<file path="config.mk">
export PLATFORM = sky130hd
export DESIGN_NAME = serial_frame_tx
export DESIGN_NICKNAME = d
export VERILOG_FILES = /design/src/rtl/sftx_pkg.sv /design/src/rtl/sftx_bit_timer.sv /design/src/rtl/sftx_frame_builder.sv /design/src/rtl/sftx_shift_reg.sv /design/src/rtl/serial_frame_tx.sv
export SDC_FILE = /design/constraint.sdc
export NUM_CORES = 1
export LEC_CHECK = 0
export BUFFER_PORTS_ARGS = -buffer_cell sky130_fd_sc_hd__buf_2
export CAP_MARGIN = 20
export CORE_MARGIN = 4
export CORE_UTILIZATION = 61
export CTS_CLUSTER_SIZE = 25
export DETAILED_ROUTE_END_ITERATION = 8
export PLACE_DENSITY_LB_ADDON = 0.25
export SLEW_MARGIN = 20
export SYNTH_ARGS = -nofsm -noshare
export SYNTH_HDL_FRONTEND = slang
export SYNTH_SLANG_ARGS = --single-unit
</file>
<file path="constraint.sdc">
create_clock -name clk -period 5.3 [get_ports clk]
set_input_delay 0.265 -clock clk [delete_from_list [all_inputs] [get_ports clk]]
set_output_delay 0.265 -clock clk [all_outputs]
set_load 0.02 [all_outputs]
</file>
<file path="src/rtl/sftx_pkg.sv">
`timescale 1ns/1ps
package sftx_pkg;

  typedef enum logic [1:0] {
    ST_IDLE  = 2'd0,
    ST_SEND  = 2'd1,
    ST_BREAK = 2'd2
  } sftx_state_e;

  typedef struct packed {
    logic [1:0] wlen;
    logic       par_en;
    logic       par_odd;
    logic       par_stick;
    logic       stop2;
  } sftx_cfg_t;

endpackage

</file>
<file path="src/rtl/sftx_bit_timer.sv">
`timescale 1ns/1ps
module sftx_bit_timer #(
  parameter int TICKS_PER_BIT = 16
) (
  input  logic clk,
  input  logic rst_n,
  input  logic run,
  input  logic baud_tick,
  output logic bit_done
);
  localparam int CW = (TICKS_PER_BIT > 1) ? $clog2(TICKS_PER_BIT) : 1;
  localparam logic [CW-1:0] LAST = CW'(TICKS_PER_BIT - 1);

  logic [CW-1:0] cnt_q, cnt_d;

  always_comb begin
    cnt_d = cnt_q;
    if (!run) begin
      cnt_d = '0;
    end else if (baud_tick) begin
      cnt_d = (cnt_q == LAST) ? '0 : cnt_q + 1'b1;
    end
  end

  always_ff @(posedge clk or negedge rst_n) begin
    if (!rst_n) cnt_q <= '0;
    else        cnt_q <= cnt_d;
  end

  assign bit_done = run & baud_tick & (cnt_q == LAST);

endmodule

</file>
<file path="src/rtl/sftx_frame_builder.sv">
`timescale 1ns/1ps
module sftx_frame_builder
  import sftx_pkg::*;
#(
  parameter int DATA_W  = 8,
  parameter int FRAME_W = DATA_W + 4,
  parameter int LEN_W   = 4
) (
  input  logic [DATA_W-1:0]  data,
  input  sftx_cfg_t          cfg,
  output logic [FRAME_W-1:0] frame,
  output logic [LEN_W-1:0]   len
);
  localparam int MIN_W = DATA_W - 3;

  int   nbits;
  logic ones;
  logic par_bit;

  always_comb begin
    nbits = MIN_W + int'(cfg.wlen);
    frame = '1;
    frame[0] = 1'b0;
    ones = 1'b0;
    for (int i = 0; i < DATA_W; i++) begin
      if (i < nbits) begin
        frame[i+1] = data[i];
        ones = ones ^ data[i];
      end
    end
    par_bit = cfg.par_stick ? cfg.par_odd : (ones ^ cfg.par_odd);
    for (int p = 0; p < FRAME_W; p++) begin
      if (cfg.par_en && (p == nbits + 1)) frame[p] = par_bit;
    end
    len = LEN_W'(nbits + 2 + int'(cfg.par_en) + int'(cfg.stop2));
  end

endmodule

</file>
<file path="src/rtl/sftx_shift_reg.sv">
`timescale 1ns/1ps
module sftx_shift_reg #(
  parameter int FRAME_W = 12,
  parameter int LEN_W   = 4
) (
  input  logic               clk,
  input  logic               rst_n,
  input  logic               load,
  input  logic               shift,
  input  logic [FRAME_W-1:0] frame_in,
  input  logic [LEN_W-1:0]   len_in,
  output logic               head_next,
  output logic               last
);
  logic [FRAME_W-1:0] frame_q, frame_d;
  logic [LEN_W-1:0]   left_q, left_d;

  always_comb begin
    frame_d = frame_q;
    left_d  = left_q;
    if (load) begin
      frame_d = frame_in;
      left_d  = len_in;
    end else if (shift) begin
      frame_d = {1'b1, frame_q[FRAME_W-1:1]};
      left_d  = left_q - 1'b1;
    end
  end

  always_ff @(posedge clk or negedge rst_n) begin
    if (!rst_n) begin
      frame_q <= '1;
      left_q  <= '0;
    end else begin
      frame_q <= frame_d;
      left_q  <= left_d;
    end
  end

  assign head_next = frame_d[0];
  assign last      = (left_q == LEN_W'(1));

  // the sequencer never shifts beyond the final stop bit
  assert_no_underrun_R5: assert property (@(posedge clk) disable iff (!rst_n)
    shift |-> (left_q != '0));

  // a new frame is loaded only after the previous one has fully drained
  assert_drained_on_load_R6: assert property (@(posedge clk) disable iff (!rst_n)
    load |-> (left_q == '0));

endmodule

</file>
<file path="src/rtl/serial_frame_tx.sv">
`timescale 1ns/1ps
module serial_frame_tx
  import sftx_pkg::*;
#(
  parameter int DATA_W        = 8,
  parameter int TICKS_PER_BIT = 16
) (
  input  logic              clk,
  input  logic              rst_n,
  input  logic              baud_tick,
  input  logic              in_valid,
  input  logic [DATA_W-1:0] in_data,
  output logic              in_ready,
  input  logic [1:0]        cfg_wlen,
  input  logic              cfg_par_en,
  input  logic              cfg_par_odd,
  input  logic              cfg_par_stick,
  input  logic              cfg_stop2,
  input  logic              brk_req,
  output logic              tx_out,
  output logic              busy
);
  localparam int FRAME_W = DATA_W + 4;
  localparam int LEN_W   = $clog2(FRAME_W + 1);

  sftx_state_e        st_q, st_d;
  logic               tx_q, tx_d;
  logic               load, shift, run, bit_done, last, head_next;
  sftx_cfg_t          cfg;
  logic [FRAME_W-1:0] frame_new;
  logic [LEN_W-1:0]   len_new;

  assign cfg = '{wlen: cfg_wlen, par_en: cfg_par_en, par_odd: cfg_par_odd,
                 par_stick: cfg_par_stick, stop2: cfg_stop2};

  assign run      = (st_q == ST_SEND);
  assign in_ready = (st_q == ST_IDLE) & ~brk_req;
  assign busy     = run;
  assign tx_out   = tx_q;

  sftx_bit_timer #(.TICKS_PER_BIT(TICKS_PER_BIT)) timer_i (
    .clk(clk), .rst_n(rst_n), .run(run), .baud_tick(baud_tick), .bit_done(bit_done)
  );

  sftx_frame_builder #(.DATA_W(DATA_W), .FRAME_W(FRAME_W), .LEN_W(LEN_W)) build_i (
    .data(in_data), .cfg(cfg), .frame(frame_new), .len(len_new)
  );

  sftx_shift_reg #(.FRAME_W(FRAME_W), .LEN_W(LEN_W)) shreg_i (
    .clk(clk), .rst_n(rst_n), .load(load), .shift(shift),
    .frame_in(frame_new), .len_in(len_new), .head_next(head_next), .last(last)
  );

  always_comb begin
    st_d  = st_q;
    load  = 1'b0;
    shift = 1'b0;
    unique case (st_q)
      ST_IDLE: begin
        if (brk_req) begin
          st_d = ST_BREAK;
        end else if (in_valid) begin
          load = 1'b1;
          st_d = ST_SEND;
        end
      end
      ST_SEND: begin
        if (bit_done) begin
          shift = 1'b1;
          if (last) st_d = brk_req ? ST_BREAK : ST_IDLE;
        end
      end
      ST_BREAK: begin
        if (!brk_req) st_d = ST_IDLE;
      end
      default: st_d = ST_IDLE;
    endcase
  end

  always_comb begin
    unique case (st_d)
      ST_SEND:  tx_d = head_next;
      ST_BREAK: tx_d = 1'b0;
      default:  tx_d = 1'b1;
    endcase
  end

  always_ff @(posedge clk or negedge rst_n) begin
    if (!rst_n) begin
      st_q <= ST_IDLE;
      tx_q <= 1'b1;
    end else begin
      st_q <= st_d;
      tx_q <= tx_d;
    end
  end

  assert_idle_line_high_R1: assert property (@(posedge clk) disable iff (!rst_n)
    (st_q == ST_IDLE) |-> tx_out);

  assert_start_after_accept_R2: assert property (@(posedge clk) disable iff (!rst_n)
    (in_valid && in_ready) |=> (busy && !tx_out));

  assert_bit_steady_R2: assert property (@(posedge clk) disable iff (!rst_n)
    (run && !bit_done) |=> $stable(tx_out));

  assert_stop_high_R5: assert property (@(posedge clk) disable iff (!rst_n)
    (run && bit_done && last) |-> tx_out);

  assert_break_low_R8: assert property (@(posedge clk) disable iff (!rst_n)
    (st_q == ST_BREAK) |-> !tx_out);

  assert_break_follows_frame_R9: assert property (@(posedge clk) disable iff (!rst_n)
    (run && bit_done && last && brk_req) |=> (!busy && !tx_out));

endmodule

</file>
**Yosys cells after proc, flatten, opt, wreduce, memory -nomap -nowiden**

Cells that the tools add are included.

- Bitwise gates (word level): 12
- Multiplexer cells: 49
- Order comparisons: 8
- Equality and inequality tests: 18
- Reductions and logical operators: 15
- $add $sub $neg: 7

Operators with widths:

| operator | number |
|---|---|
| 4-bit by 32-bit equality test with 1-bit output (first input constant) | 4 |
| 5-bit by 32-bit equality test with 1-bit output (first input constant) | 4 |
| 4-bit by 32-bit less-than comparator with 1-bit output (first input constant) | 4 |
| 3-bit by 32-bit equality test with 1-bit output (first input constant) | 2 |
| 3-bit by 32-bit less-than comparator with 1-bit output (first input constant) | 2 |
| 1-bit two-way mux | 34 |
| 32-bit by 2-bit adder with 32-bit output (second input constant) | 1 |
| 2-bit by 32-bit equality test with 1-bit output (first input constant) | 1 |
| 32-bit zero test | 1 |
| 1-bit by 32-bit less-than comparator with 1-bit output (first input constant) | 1 |
| 2-bit by 32-bit less-than comparator with 1-bit output (first input constant) | 1 |
| 12-bit two-way mux | 2 |
| 4-bit two-way mux | 5 |
| 1-bit logical AND | 12 |
| 2-bit two-way mux | 6 |
| 4-bit by 2-bit adder with 4-bit output | 2 |
| 1-bit bitwise XOR | 8 |
| 2-bit case mux with 3 select lines | 1 |
| 3-bit by 2-bit adder with 4-bit output (first input constant) | 1 |
| 4-bit by 1-bit adder with 4-bit output (second input constant) | 1 |
| 4-bit by 3-bit adder with 4-bit output (second input constant) | 1 |
| 2-bit by 1-bit equality test with 1-bit output (second input constant) | 2 |
| 2-bit equality test (second input constant) | 2 |
| 4-bit by 1-bit equality test with 1-bit output (second input constant) | 1 |
| 8 further kinds | 10 |

- Output and inout port bits: 3
- Register bits after elaboration: 23
- Bits of input ports: 19
- Word-level logic and storage cells: 115

**Depth between registers and ports, before layout**

- Depth after elaboration: 22
- Gate-level depth with buffers: 11
- Depth with buffers taken out: 10

**Hierarchy**

Synthesis repeated with hierarchy kept, for this count alone.

- Cells, all modules: 167
- Area, all modules: 1619.1 µm²

By module, submodules not included:

| module | seq. area each (µm²) | times used | cells an instance | area an instance (µm²) |
|---|---|---|---|---|
| sftx_shift_reg | 415.4 | 1 | 75 | 810.8 |
| sftx_frame_builder | 0.0 | 1 | 54 | 422.9 |
| sftx_bit_timer | 100.1 | 1 | 22 | 216.5 |
| serial_frame_tx | 76.3 | 1 | 16 | 168.9 |

**Worst setup path before layout**

No wires, ideal clock.

- Kind: input-to-reg
- Start: input cfg_wlen[0]
- End: register shreg_i.frame_q[4]
- Buffers on the path: 1
- Setup time: 0.090 ns
- Setup slack: 3.048 ns
- Stages on the path: 11
- Arrival: 2.162 ns
- Data required time: 5.210 ns
- Path through: inv_1 -> ha_1 -> inv_1 -> ha_1 -> nand2b_1 -> xnor2_1 -> xnor3_1 -> and3_4 -> buf_6 -> nor4b_2 -> o31ai_1

- Longest elaborated chain between the ends: 21
- Elaborated cells between the ends (all ways): 32
- Classes of those cells: 2 x add/sub; 8 x order compare; 1 x eq/ne; 12 x mux; 8 x bitwise; 1 x reduce/logical

RTL lines:

| what | line | RTL |
|---|---|---|
| from (decl) | serial_frame_tx.sv:14 | `input logic [1:0] cfg_wlen,` |
| 3-bit by 2-bit adder with 4-bit output * | sftx_frame_builder.sv:21 | `nbits = MIN_W + int'(cfg.wlen);` |
| 1-bit by 32-bit less-than comparator with 1-bit output | sftx_frame_builder.sv:26 | `if (i < nbits) begin` |
| 1-bit two-way mux | sftx_frame_builder.sv:26 |  |
| 1-bit bitwise XOR | sftx_frame_builder.sv:28 | `ones = ones ^ data[i];` |
| 1-bit two-way mux | sftx_frame_builder.sv:26 |  |
| 1-bit bitwise XOR | sftx_frame_builder.sv:28 |  |
| 1-bit two-way mux | sftx_frame_builder.sv:26 |  |
| 1-bit bitwise XOR | sftx_frame_builder.sv:28 |  |
| (+5 left out) | -- |  |
| 1-bit bitwise XOR | sftx_frame_builder.sv:28 |  |
| 1-bit two-way mux | sftx_frame_builder.sv:26 |  |
| 1-bit bitwise XOR | sftx_frame_builder.sv:28 |  |
| 1-bit two-way mux | sftx_frame_builder.sv:26 |  |
| 1-bit bitwise XOR | sftx_frame_builder.sv:31 | `par_bit = cfg.par_stick ? cfg.par_odd : (ones ^ cfg.par_odd);` |
| 1-bit two-way mux | sftx_frame_builder.sv:31 |  |
| 1-bit two-way mux * | sftx_frame_builder.sv:33 | `if (cfg.par_en && (p == nbits + 1)) frame[p] = par_bit;` |
| 12-bit two-way mux * | sftx_shift_reg.sv:21 | `if (load) begin` |
| to (signal assigned) | sftx_shift_reg.sv:35 | `frame_q <= frame_d;` |
| to (decl) | sftx_shift_reg.sv:15 | `logic [FRAME_W-1:0] frame_q, frame_d;` |

Mark *: on every way between the ends. The rest lies on a longest branch, timed or not.
A chain may end at the register's enable or synchronous reset.

**Final worst setup path**

- Start: register timer_i.cnt_q[0]
- End: register shreg_i.frame_q[10]

- Longest elaborated chain between the ends: 5

RTL lines:

| what | line | RTL |
|---|---|---|
| from (decl) | sftx_bit_timer.sv:14 | `logic [CW-1:0] cnt_q, cnt_d;` |
| from (signal assigned) | sftx_bit_timer.sv:27 | `else cnt_q <= cnt_d;` |
| 4-bit equality test | sftx_bit_timer.sv:30 | `assign bit_done = run & baud_tick & (cnt_q == LAST);` |
| 1-bit AND | sftx_bit_timer.sv:30 |  |
| 1-bit two-way mux | serial_frame_tx.sv:68 | `if (bit_done) begin` |
| 1-bit two-way mux | serial_frame_tx.sv:58 | `unique case (st_q)` |
| 2-bit nonzero test (no line) | -- |  |

No other way between the ends.

==> results.yml <==
floorplanning:
  num_rows: 18
  initial_core_util_pct: 64.8
  top_level_ports: 22
  die_area_mm2: 0.00357
  core_area_mm2: 0.00252
  die_y_um: 59.8
  fp.dieW_um: 59.8
route:
  drc: 0
  first_pass_iters: 4
  drt-vias-per-instance: 6.08
  drt-total-wl_um: 3440
  drt_iter0_markers: 105
  vias: 1381
  ant_nets: 0
  wl_per_cell_um: 15.1
placement:
  portBuffers: 21
  place_inst: 222
  pre_cts_ws_ns: 2.73
  gp_congestion: 0.872
  dp_hpwl_um: 2670
hold_path:
  hp-class: "input pin to flip-flop"
  hold_path_depth: 2
cells_and_area:
  fin_util_pct: 70.4
  area_growth_pct: 8.65
  layout_common_cells: "21 x buf_2, 17 x nand2_1, 16 x a21oi_1"
  diodes: 0
  nFillCells: 213
  mostFrequentLayoutCell: "buf_2"
  instances_no_fill: 227
  nets: 231
  drive_gt1_share_pct: 22.8
logic_synthesis:
  synth_ff_type: "dfstp_2"
  yosys_warnings: 0
  synth_edf_count: 0
  ys_seq_area_share_pct: 36.2
  synth-seq-cells: 23
  synth_xor_area_share_pct: 6.73
  synthArstFlopShare_pct: 100
  netlist_area_mm2: 0.00164
  synthAdderAreaFrac_pct: 11.2
  syn_nets: 212
  synth_cell_types: 43
  synth_top_family_by_area: "simple AND/OR/NAND/NOR gates"
  avgSynthCellArea_um2: 9.14
  synth_compound_area_share_pct: 19.3
  synth_cells: 179
  synth-simple-area-share_pct: 20.7
  muxShareOfSynthArea_pct: 0.612
global_route:
  grt_first_pass_wirelength_um: 5920
  grt_antenna_before_repair: 0
  grt_pass1_vias: 1343
  grt_usage_pct: 21.7
  grt_max_degree: 24
  grt-ovfl-total: 0
sta:
  slew_headroom_pct: 33.6
  holdWs_ns: 0.234
  skew_ns: 0.0120
  setup_ws_ns: 2.78
  finalSetupTns_ns: 0
  setup_viol: 0
  rsz0062_at_grt: "false"
  fin_crit_sh_pct: 47.6
  max_freq_mhz: 397
  hold_viol_final: 0
  period_minus_slack_ns: 2.52
  final-max-slew-violation-count: 0
  worst_pin_slew_ns: 0.991
setup_path:
  r2r.worst_path.cells: 6
  cp_cell_sequence: "ha_1 -> nand2_1 -> nor3_2 -> nor2_1 -> a221oi_1 -> a32oi_1"
  setup.worst_path.end_class: "flip-flop"
  cp.required_ns: 5.54
  crit_arrival_ns: 2.76
  start_kind: "flip-flop"
  critPathKind: "flip-flop to flip-flop"
  critPathMaxStageDelay_ns: 0.80
  critPathMaxFanout: 17
  slowest_stage: "nor3_2"
cts:
  clockBufferDepth: 2
  insertion_delay_ns: 0.31
  postCtsSetupRepairBufs: 0
  numClockSinks: 23
  cts_hold_buf: 1
  htreeDepth: 1
  cts.repair.resized: 0
  cts_root_buffer: "clkbuf_4"
  cts-buffers-inserted: 3
  clk_pin_slew_ns: 0.12
  cts_tree: "built"
pwr:
  ir_drop_uv: 171
  leakagePower_uw: 0.000771
  power_density_mw_per_mm2: 274
flow_run:
  maxCapViolCount: 0
run_status:
  outcome: "finished clean"
## cell families (layout without fill, tap and decap cells)
logic type                 after synthesis  after routing
and+or+nand+nor                         62             62
muxes                                    1              1
AOI/OAI and AO/OA                       47             47
adders and majority gates               14             14
DFF                                     23             23
buffers and inverters                   21             39
xor gates and xnor gates                11             11
## state kept, by name (all words and copies together) (netlist names)
signal	flops
timer_i.cnt_q	4
st_q	2
shreg_i.frame_q	12
shreg_i.left_q	4
tx_out	1
## metrics by stage
step / instance area (µm²) / total power (µW)
global route: 1780 / 520
finish: 1780 / 486
CTS: 1780 / 486
floorplan: 1640 / 365
detailed placement: 1740 / 406
global placement: 1740 / 397
## worst paths after layout
check / slack, ns / to / start
max in group asynchronous: 4.51 / shreg_i.frame_q[2] / rst_n
min reg2reg: 0.50 / shreg_i.frame_q[10] / shreg_i.frame_q[11]
min in group asynchronous: 0.43 / st_q[1] / rst_n
min: 0.23 / st_q[1] / brk_req
max reg2reg: 2.78 / shreg_i.frame_q[10] / timer_i.cnt_q[0]
max: 2.78 / shreg_i.frame_q[10] / timer_i.cnt_q[0]
## where the power goes
part	leakage, µW	internal (µW)	switching (µW)
sequential	0.000264	227	29.1
combinational	0.000492	68.1	81.6
clock	0.0000150	29.4	50.6
total	0.000771	325	161
## synth_stat cells (2+ instances only)
| cell type | n | area (µm²) |
|---|---|---|
| nor2_1 | 15 | 56.3 |
| dfrtp_1 | 10 | 250 |
| dfstp_2 | 13 | 342 |
| a22oi_1 | 2 | 15.0 |
| nand2_1 | 17 | 63.8 |
| xnor2_1 | 9 | 78.8 |
| o21ai_0 | 6 | 30.0 |
| inv_1 | 13 | 48.8 |
| nor4b_2 | 2 | 30.0 |
| o31ai_1 | 7 | 52.6 |
| and2_1 | 2 | 12.5 |
| ha_1 | 13 | 163 |
| a221oi_1 | 4 | 35.0 |
| nand2b_1 | 3 | 18.8 |
| clkbuf_1 | 7 | 26.3 |
| nor2b_1 | 2 | 12.5 |
| a31oi_1 | 3 | 18.8 |
| nor3_1 | 6 | 30.0 |
| or3_1 | 2 | 12.5 |
| a21oi_1 | 16 | 80.1 |
| and3_1 | 5 | 31.3 |
## final cells by class
cell class / instances / area, µm² / share of cell area (%)
repair buffers: 22 / 115 / 6.48
multi-input cells: 135 / 957 / 53.9
flip-flops and latches: 23 / 592 / 33.3
well taps: 30 / 37.5 / 2.11
clock buffers: 4 / 26.3 / 1.48
inverters: 13 / 48.8 / 2.75
## metal layers
metal	track usage (%)	vias up	part of all wire [%]
met5	0	-	0
met4	9.18	0	2.0
met1	29.6	653	43
met2	34.9	52	49
met3	2.16	8	6.0
li1	-	668	-
## worst max-delay path: cells and delay by family, from the launching register on
family,cells,cell delay [ns]
AOI/OAI and AO/OA,2,0.48
and+or+nand+nor,3,1.29
DFF,1,0.44
adders and majority gates,1,0.23
(Power assumes the default switching activity.)
